[src/rtl/slot_store_pkg.sv]
package slot_store_pkg;

    localparam int unsigned DEF_SLOTS          = 20;
    localparam int unsigned DEF_DATA_W         = 10;
    localparam int unsigned DEF_PROG_CYCLES    = 12;
    localparam int unsigned DEF_RESTORE_CYCLES = 5;

    typedef enum logic [1:0] {
        ST_IDLE,
        ST_PROG,
        ST_VERIFY,
        ST_RESTORE
    } ctl_state_e;

    typedef struct packed {
        logic store;
        logic refresh;
        logic read;
    } req_t;

    function automatic int unsigned max2(input int unsigned a, input int unsigned b);
        return (a > b) ? a : b;
    endfunction

endpackage

[src/rtl/slot_bank.sv]
module slot_bank #(
    parameter int unsigned SLOTS  = 20,
    parameter int unsigned DATA_W = 10,
    localparam int unsigned IDX_W = $clog2(SLOTS)
) (
    input  logic              clk,
    input  logic              rst,
    input  logic              we,
    input  logic [IDX_W-1:0]  wr_idx,
    input  logic [DATA_W-1:0] wr_data,
    input  logic [IDX_W-1:0]  rd_idx,
    output logic [DATA_W-1:0] rd_data,
    input  logic [IDX_W-1:0]  nw_idx,
    output logic [DATA_W-1:0] nw_data
);
    logic [DATA_W-1:0] cells [SLOTS];

    always_ff @(posedge clk) begin
        if (rst) begin
            for (int i = 0; i < int'(SLOTS); i++) cells[i] <= '0;
        end else if (we && (32'(wr_idx) < SLOTS)) begin
            cells[wr_idx] <= wr_data;
        end
    end

    assign rd_data = (32'(rd_idx) < SLOTS) ? cells[rd_idx] : '0;
    assign nw_data = (32'(nw_idx) < SLOTS) ? cells[nw_idx] : '0;
endmodule

[src/rtl/usage_status.sv]
module usage_status #(
    parameter int unsigned SLOTS  = 20,
    parameter int unsigned DATA_W = 10,
    localparam int unsigned CNT_W = $clog2(SLOTS + 1)
) (
    input  logic [CNT_W-1:0]  used_cnt,
    output logic [DATA_W-1:0] lo_word,
    output logic [DATA_W-1:0] hi_word
);
    for (genvar i = 0; i < int'(DATA_W); i++) begin : g_therm
        assign lo_word[i] = (32'(used_cnt) > i);
        assign hi_word[i] = (32'(used_cnt) > (DATA_W + i));
    end
endmodule

[src/rtl/slot_store_ctrl.sv]
module slot_store_ctrl
    import slot_store_pkg::*;
#(
    parameter int unsigned SLOTS          = DEF_SLOTS,
    parameter int unsigned DATA_W         = DEF_DATA_W,
    parameter int unsigned PROG_CYCLES    = DEF_PROG_CYCLES,
    parameter int unsigned RESTORE_CYCLES = DEF_RESTORE_CYCLES,
    localparam int unsigned ADDR_W = $clog2(SLOTS + 2),
    localparam int unsigned CNT_W  = $clog2(SLOTS + 1),
    localparam int unsigned IDX_W  = $clog2(SLOTS),
    localparam int unsigned TMR_W  = $clog2(max2(PROG_CYCLES, RESTORE_CYCLES) + 1)
) (
    input  logic              clk,
    input  logic              rst,
    input  logic              hw_reset_in,
    input  logic              store_req,
    input  logic [DATA_W-1:0] wiper_in,
    input  logic              refresh_req,
    input  logic              read_req,
    input  logic [ADDR_W-1:0] read_addr,
    output logic [DATA_W-1:0] read_data,
    output logic              busy,
    output logic              success,
    output logic              wiper_load,
    output logic [DATA_W-1:0] wiper_value
);
    localparam logic [DATA_W-1:0] MIDSCALE = DATA_W'(1) << (DATA_W - 1);

    ctl_state_e        state;
    logic [TMR_W-1:0]  tmr;
    logic [CNT_W-1:0]  used_cnt;
    logic [CNT_W-1:0]  newest_cnt;
    logic [DATA_W-1:0] pend_val;
    logic              hw_q;
    logic              hw_rise;
    logic              full;
    req_t              req;

    logic              bank_we;
    logic [IDX_W-1:0]  bank_rd_idx;
    logic [DATA_W-1:0] bank_rd_data;
    logic [DATA_W-1:0] bank_nw_data;
    logic [DATA_W-1:0] stat_lo;
    logic [DATA_W-1:0] stat_hi;
    logic [DATA_W-1:0] rd_mux;

    assign hw_rise    = hw_reset_in & ~hw_q;
    assign full       = (used_cnt == CNT_W'(SLOTS));
    assign newest_cnt = used_cnt - CNT_W'(1);
    assign busy       = (state != ST_IDLE);

    // Arbitration in an idle cycle: hardware edge, store, refresh, read.
    always_comb begin
        req = '0;
        if (state == ST_IDLE) begin
            if (hw_rise)          req.refresh = 1'b1;
            else if (store_req)   req.store   = 1'b1;
            else if (refresh_req) req.refresh = 1'b1;
            else if (read_req)    req.read    = 1'b1;
        end
    end

    assign bank_we     = (state == ST_PROG) && (tmr == TMR_W'(1));
    assign bank_rd_idx = (state == ST_VERIFY) ? used_cnt[IDX_W-1:0] : read_addr[IDX_W-1:0];

    slot_bank #(.SLOTS(SLOTS), .DATA_W(DATA_W)) i_bank (
        .clk     (clk),
        .rst     (rst),
        .we      (bank_we),
        .wr_idx  (used_cnt[IDX_W-1:0]),
        .wr_data (pend_val),
        .rd_idx  (bank_rd_idx),
        .rd_data (bank_rd_data),
        .nw_idx  (newest_cnt[IDX_W-1:0]),
        .nw_data (bank_nw_data)
    );

    usage_status #(.SLOTS(SLOTS), .DATA_W(DATA_W)) i_status (
        .used_cnt (used_cnt),
        .lo_word  (stat_lo),
        .hi_word  (stat_hi)
    );

    always_comb begin
        if (read_addr < ADDR_W'(SLOTS))           rd_mux = bank_rd_data;
        else if (read_addr == ADDR_W'(SLOTS))     rd_mux = stat_lo;
        else if (read_addr == ADDR_W'(SLOTS + 1)) rd_mux = stat_hi;
        else                                      rd_mux = '0;
    end

    always_ff @(posedge clk) begin
        if (rst) begin
            state       <= ST_RESTORE;
            tmr         <= TMR_W'(RESTORE_CYCLES - 1);
            used_cnt    <= '0;
            pend_val    <= '0;
            success     <= 1'b0;
            wiper_load  <= 1'b0;
            wiper_value <= '0;
            read_data   <= '0;
            hw_q        <= 1'b0;
        end else begin
            hw_q       <= hw_reset_in;
            wiper_load <= 1'b0;
            unique case (state)
                ST_IDLE: begin
                    if (req.refresh) begin
                        state <= ST_RESTORE;
                        tmr   <= TMR_W'(RESTORE_CYCLES - 1);
                    end else if (req.store) begin
                        success <= 1'b0;
                        if (!full) begin
                            state    <= ST_PROG;
                            tmr      <= TMR_W'(PROG_CYCLES - 1);
                            pend_val <= wiper_in;
                        end
                    end else if (req.read) begin
                        read_data <= rd_mux;
                    end
                end
                ST_PROG: begin
                    if (tmr == TMR_W'(1)) state <= ST_VERIFY;
                    else                  tmr   <= tmr - TMR_W'(1);
                end
                ST_VERIFY: begin
                    success  <= (bank_rd_data == pend_val);
                    used_cnt <= used_cnt + CNT_W'(1);
                    state    <= ST_IDLE;
                end
                ST_RESTORE: begin
                    if (tmr == '0) begin
                        wiper_load  <= 1'b1;
                        wiper_value <= (used_cnt == '0) ? MIDSCALE : bank_nw_data;
                        state       <= ST_IDLE;
                    end else begin
                        tmr <= tmr - TMR_W'(1);
                    end
                end
                default: state <= ST_IDLE;
            endcase
        end
    end
endmodule

[config.mk]
export PLATFORM = sky130hd
export DESIGN_NAME = slot_store_ctrl
export DESIGN_NICKNAME = d
export VERILOG_FILES = /design/src/rtl/slot_store_pkg.sv /design/src/rtl/slot_bank.sv /design/src/rtl/usage_status.sv /design/src/rtl/slot_store_ctrl.sv
export SDC_FILE = /design/constraint.sdc
export NUM_CORES = 1
export LEC_CHECK = 0
export BUFFER_PORTS_ARGS = -buffer_cell sky130_fd_sc_hd__buf_2
export CAP_MARGIN = 40
export CORE_ASPECT_RATIO = 1.25
export CORE_MARGIN = 2
export CORE_UTILIZATION = 60
export DETAILED_ROUTE_END_ITERATION = 10
export GPL_TIMING_DRIVEN = 1
export HOLD_SLACK_MARGIN = 0.03
export PLACE_DENSITY = 0.78
export SYNTH_ARGS = -nofsm -noshare
export SYNTH_HDL_FRONTEND = slang
export SYNTH_SLANG_ARGS = --single-unit
[constraint.sdc]
create_clock -name clk -period 5.6 [get_ports clk]
set_clock_uncertainty 0.15 [all_clocks]
set_input_delay 1.12 -clock clk [delete_from_list [all_inputs] [get_ports clk]]
set_output_delay 1.12 -clock clk [all_outputs]
set_load 0.05 [all_outputs]
==> results <==
- The run finished with clean final reports.
- The net switching power is 1.940 mW.
- The number of antenna diodes in the final layout is 0.
- Of the cells placed in the final design, the portion with a size suffix greater than 1 is 0.1870.
- Dividing the detail-routed wire length by the instance count gives 28.47 um.
- The number of antenna violations at the first check in global routing is 0.
- The number of buffers added on ports is 43.
- By area the synthesized netlist is led by sky130_fd_sc_hd__edfxtp_1, sky130_fd_sc_hd__mux4_2, sky130_fd_sc_hd__and2_1, sky130_fd_sc_hd__dfxtp_1, sky130_fd_sc_hd__mux2i_1.
- The tree is rooted in a sky130_fd_sc_hd__clkbuf_16.
- Setup violations remaining at the end of the flow were counted as 0.
- The most used standard cell by instance count after synthesis is sky130_fd_sc_hd__edfxtp_1.
- The congestion estimate from routability-driven global placement came to 1.028.
- The worst setup slack before clock tree synthesis is 1.361 ns.
- Based on the critical path, the design can be clocked at up to 0.2392 GHz.
- In the synthesized netlist the dominant register cell turns out to be sky130_fd_sc_hd__edfxtp_1.
- The worst IR drop on VDD is 302.6 uV.
- Counting flops with an async set or reset pin after synthesis yields a share of 0.
- The terminus of the critical flop-to-flop path is wiper_value[9]$_SDFFE_PP0P_.
- The critical path goes through inv_1 > ha_2 > mux4_2 > nor2b_1 > a211oi_1 > a21oi_1 > a221oi_1 > nor3_1.
- The worst register-to-register path has a depth of 8.
- After detailed placement, the total cell area comes to 14490 um^2.
- The share of total power dissipated in combinational logic is 0.309.
- After routing, the total negative slack on setup checks comes to 0 ns.
- The worst hold path was traced through 2 stages.
- The hold violation total from the final report was 0.
- The total of hold buffers inserted after clock tree synthesis is 0.
- The growth of design area from synthesis to finish is 10.10%.
- The number of instances in the synthesized netlist is 1247.
- Tracing the worst setup path back leads to its startpoint at used_cnt[1]$_SDFFE_PP0P_.
- The aggregate global-route resource usage is 0.3618.
- The synthesized netlist occupies a cell area of 13980 um^2.
- At the pin with the least slew margin, the transition time is 0.9514 ns.
- Of the post-synthesis cell area, the dominant cell type holds 0.4297.
- Of the total power, the share spent switching nets is 0.3358.
- The startpoint of the tightest hold check path is tmr[1]$_SDFFE_PP0P_.
- For this design, the slowest cell found on the critical path is sky130_fd_sc_hd__dfxtp_1.
- The number of placed I/O pins is 44.
- After the first detailed-routing iteration, the DRC count stood at 1411.
- The worst slew margin relative to its limit is 0.3619.
- The ratio of final minimum period to clock period is 0.7465.
- The detail route stage leaves a number of antenna-violating nets equal to 0.
- CTS saw 244 sinks.
- The die is 174.6 um tall.
- The power share of the clock group is 0.316.
- The detailed-routing iteration count for the pre-antenna-repair pass is 5.
- Yosys printed 0 warnings.
- The final-stage net count is 1287.
- The internal portion of total power is 3.837 mW.
- The share of the yosys chip area belonging to registers is 0.4927.
- Data on the critical path arrives at its endpoint at 4.43 ns.
- Synthesis inferred 244 register bits.
- Counting every net in the synthesized netlist gives 1275.
- The synthesized design contains 200 enable-type register cells.
- The required time at the endpoint of the critical path is 5.84 ns.
- Summed over all layers, the routed wires come to 44590 um.
- No sink is reached through more buffers than the 3 on the longest clock path.
- For the finished layout, the period the worst path requires is 4.180 ns.
- The die area is 24540 um^2.
- The largest single stage delay on the critical path is 0.72 ns.
- The worst setup path is launched from a flop.
- The worst register-to-register path begins at used_cnt[1]$_SDFFE_PP0P_.
- The finished cells cover 15390 um^2.
- The path with the worst hold slack has its endpoint at tmr[1]$_SDFFE_PP0P_.
- In the routed design, unresolved DRC markers number 0.
- Once the clock tree was built, the resizer swapped 0 gates to a different size.
- The maximum number of pins on one net before global-route repair is 66.
- The register-to-register setup slack is 1.42 ns.
- The first-pass GRT wire length is 66010 um.
- In the routed layout, each cell is associated on average with a via count of 6.966.
- Setup repair after global routing left no endpoint under its margin.
- In this run the worst hold path is classified as flop to flop.
- The width of the die is 140.5 um.
- The largest fanout on the critical path is 19.
- The post-layout utilization of the core is 0.6702.
- The initial utilization of the core area, before any placement, comes to 0.6087.
- The total overflow reported by the global router is 0.
- After clock tree synthesis, the clock-pin slew on the worst setup and hold paths is 0.06 ns.
- Sorting the synthesized cells by how often they occur yields sky130_fd_sc_hd__edfxtp_1, sky130_fd_sc_hd__and2_1, sky130_fd_sc_hd__nand2_1.
- The number of distinct library cells after synthesis is 81.
- The critical path class is flop to flop.
- After floorplanning, the core was divided into 62 placement rows.
- The routed layout has 10.91k vias.
- The tool flagged a number of max-cap violations equal to 0.
- The leakage dissipation is 5.669 nW.
- The largest area contributor in the synthesized netlist is sky130_fd_sc_hd__edfxtp_1.
- The post-synthesis average cell area is 11.21 um^2.
- In this run the post-CTS setup repair buffer count came out at 0.
- For this design the ratio of total power to cell area is 375.4 nW/um^2.
- The relative contribution of sequential cells to total power is 0.375.
- The number of levels the H-tree was split into is 1.
- The HPWL after detailed placement is 31340 um.
- The number of global-route vias before repair is 10.57k.
- The worst setup path is captured at a flop.
- The total design power is 5.777 mW.
- The final worst slack is 1.420 ns.
- The clock tree from TritonCTS is yes.
- The final max-slew violation count came to 0.
- The clock latency on the worst-skew pair is 0.56 ns.
- The area of the core is 22960 um^2.
- The total clock buffers created by CTS is 25.
==> worst max-delay path, delay by kind of cell, from the launching register on <==
kind | cells | cell delay [ns]
mux | 1 | 0.40
simple gates | 2 | 0.26
fa+ha+maj | 1 | 0.70
buf+inv | 1 | 0.25
flops | 1 | 0.72
compound gates | 3 | 1.56
==> layer usage <==
metal / track usage / vias up / share of wire
li1: - / 4683 / -
met1: 0.4640 / 5348 / 0.37
met2: 0.5866 / 727 / 0.47
met3: 0.07536 / 150 / 0.11
met4: 0.1871 / 0 / 0.060
met5: 0 / - / 0
==> layout by cell type (no fill, tap or decap), types with 6 or more instances in the layout <==
master | netlist | routed
sky130_fd_sc_hd__or2_2 | 22 | 22
sky130_fd_sc_hd__bufinv_16 | 0 | 6
sky130_fd_sc_hd__clkbuf_16 | 0 | 25
sky130_fd_sc_hd__a21oi_1 | 51 | 51
sky130_fd_sc_hd__nor2_1 | 93 | 93
sky130_fd_sc_hd__a31oi_1 | 17 | 17
sky130_fd_sc_hd__buf_2 | 26 | 44
sky130_fd_sc_hd__ha_1 | 7 | 6
sky130_fd_sc_hd__nor2b_1 | 23 | 23
sky130_fd_sc_hd__dfxtp_1 | 44 | 43
sky130_fd_sc_hd__inv_1 | 11 | 11
sky130_fd_sc_hd__nor3_1 | 45 | 45
sky130_fd_sc_hd__o22ai_1 | 7 | 7
sky130_fd_sc_hd__nand3_1 | 22 | 22
sky130_fd_sc_hd__and2_1 | 164 | 164
sky130_fd_sc_hd__edfxtp_1 | 200 | 200
sky130_fd_sc_hd__mux2i_1 | 59 | 59
sky130_fd_sc_hd__mux4_2 | 65 | 65
sky130_fd_sc_hd__nand2_1 | 112 | 112
sky130_fd_sc_hd__o211a_1 | 14 | 14
sky130_fd_sc_hd__buf_4 | 1 | 42
sky130_fd_sc_hd__a22oi_1 | 11 | 11
sky130_fd_sc_hd__a221oi_1 | 6 | 6
sky130_fd_sc_hd__nand4_1 | 7 | 7
sky130_fd_sc_hd__o21ai_0 | 20 | 20
sky130_fd_sc_hd__nand2b_1 | 9 | 9
sky130_fd_sc_hd__a211oi_1 | 40 | 40
==> through the flow <==
step,hold slack [ns],instances
final,0.3235,1566
after detailed placement,0.3153,1520
after floorplan,0.2910,1247
after global routing,0.3644,1566
after CTS,0.3231,1566
after global placement,0.3057,1515
==> cell families after synthesis <==
logic type,Yosys count,synth area share
simple gates,521,0.1940
flops,244,0.4927
compound gates,223,0.1137
mux,131,0.1536
buf+inv,117,0.03724
fa+ha+maj,7,0.006266
xor+xnor,4,0.002507
==> worst max path at each step <==
stage                             endpoint  slack [ns]  cells after the start
2_1_floorplan  wiper_value[1]$_SDFFE_PP0P_        1.34                     16
3_3_place_gp          success$_SDFFE_PP0P_        1.36                     10
3_5_place_dp          success$_SDFFE_PP0P_        1.36                     10
4_1_cts               success$_SDFFE_PP0P_        1.57                      9
5_1_grt               success$_SDFFE_PP0P_        1.29                     11
6_report       wiper_value[9]$_SDFFE_PP0P_        1.42                      8
==> layout make-up <==
class	instances	area, um^2
tap	288	360.3
clock inverter	19	262.8
multi-input combinational	886	6599
timing repair buffer	88	590.6
clock buffer	27	633.1
inverter	14	52.55
sequential	244	6890
fill	1740	7574
==> state kept, by name, indices dropped and copies added, names as in the netlist <==
register,flops
used_cnt,5
success,1
read_data,10
state,2
wiper_load,1
wiper_value,10
tmr,4
i_bank.cells,200
hw_q,1
pend_val,10
==> power by group through the flow <==
stage,Combinational (mW),Sequential (mW),Clock [mW]
after floorplan,1.26,2.13,0
after global placement,1.68,2.20,0
after detailed placement,1.72,2.20,0
after CTS,1.73,2.16,1.83
after global routing,1.85,2.18,1.90
final,1.78,2.17,1.82
(Power assumes the default switching activity.)
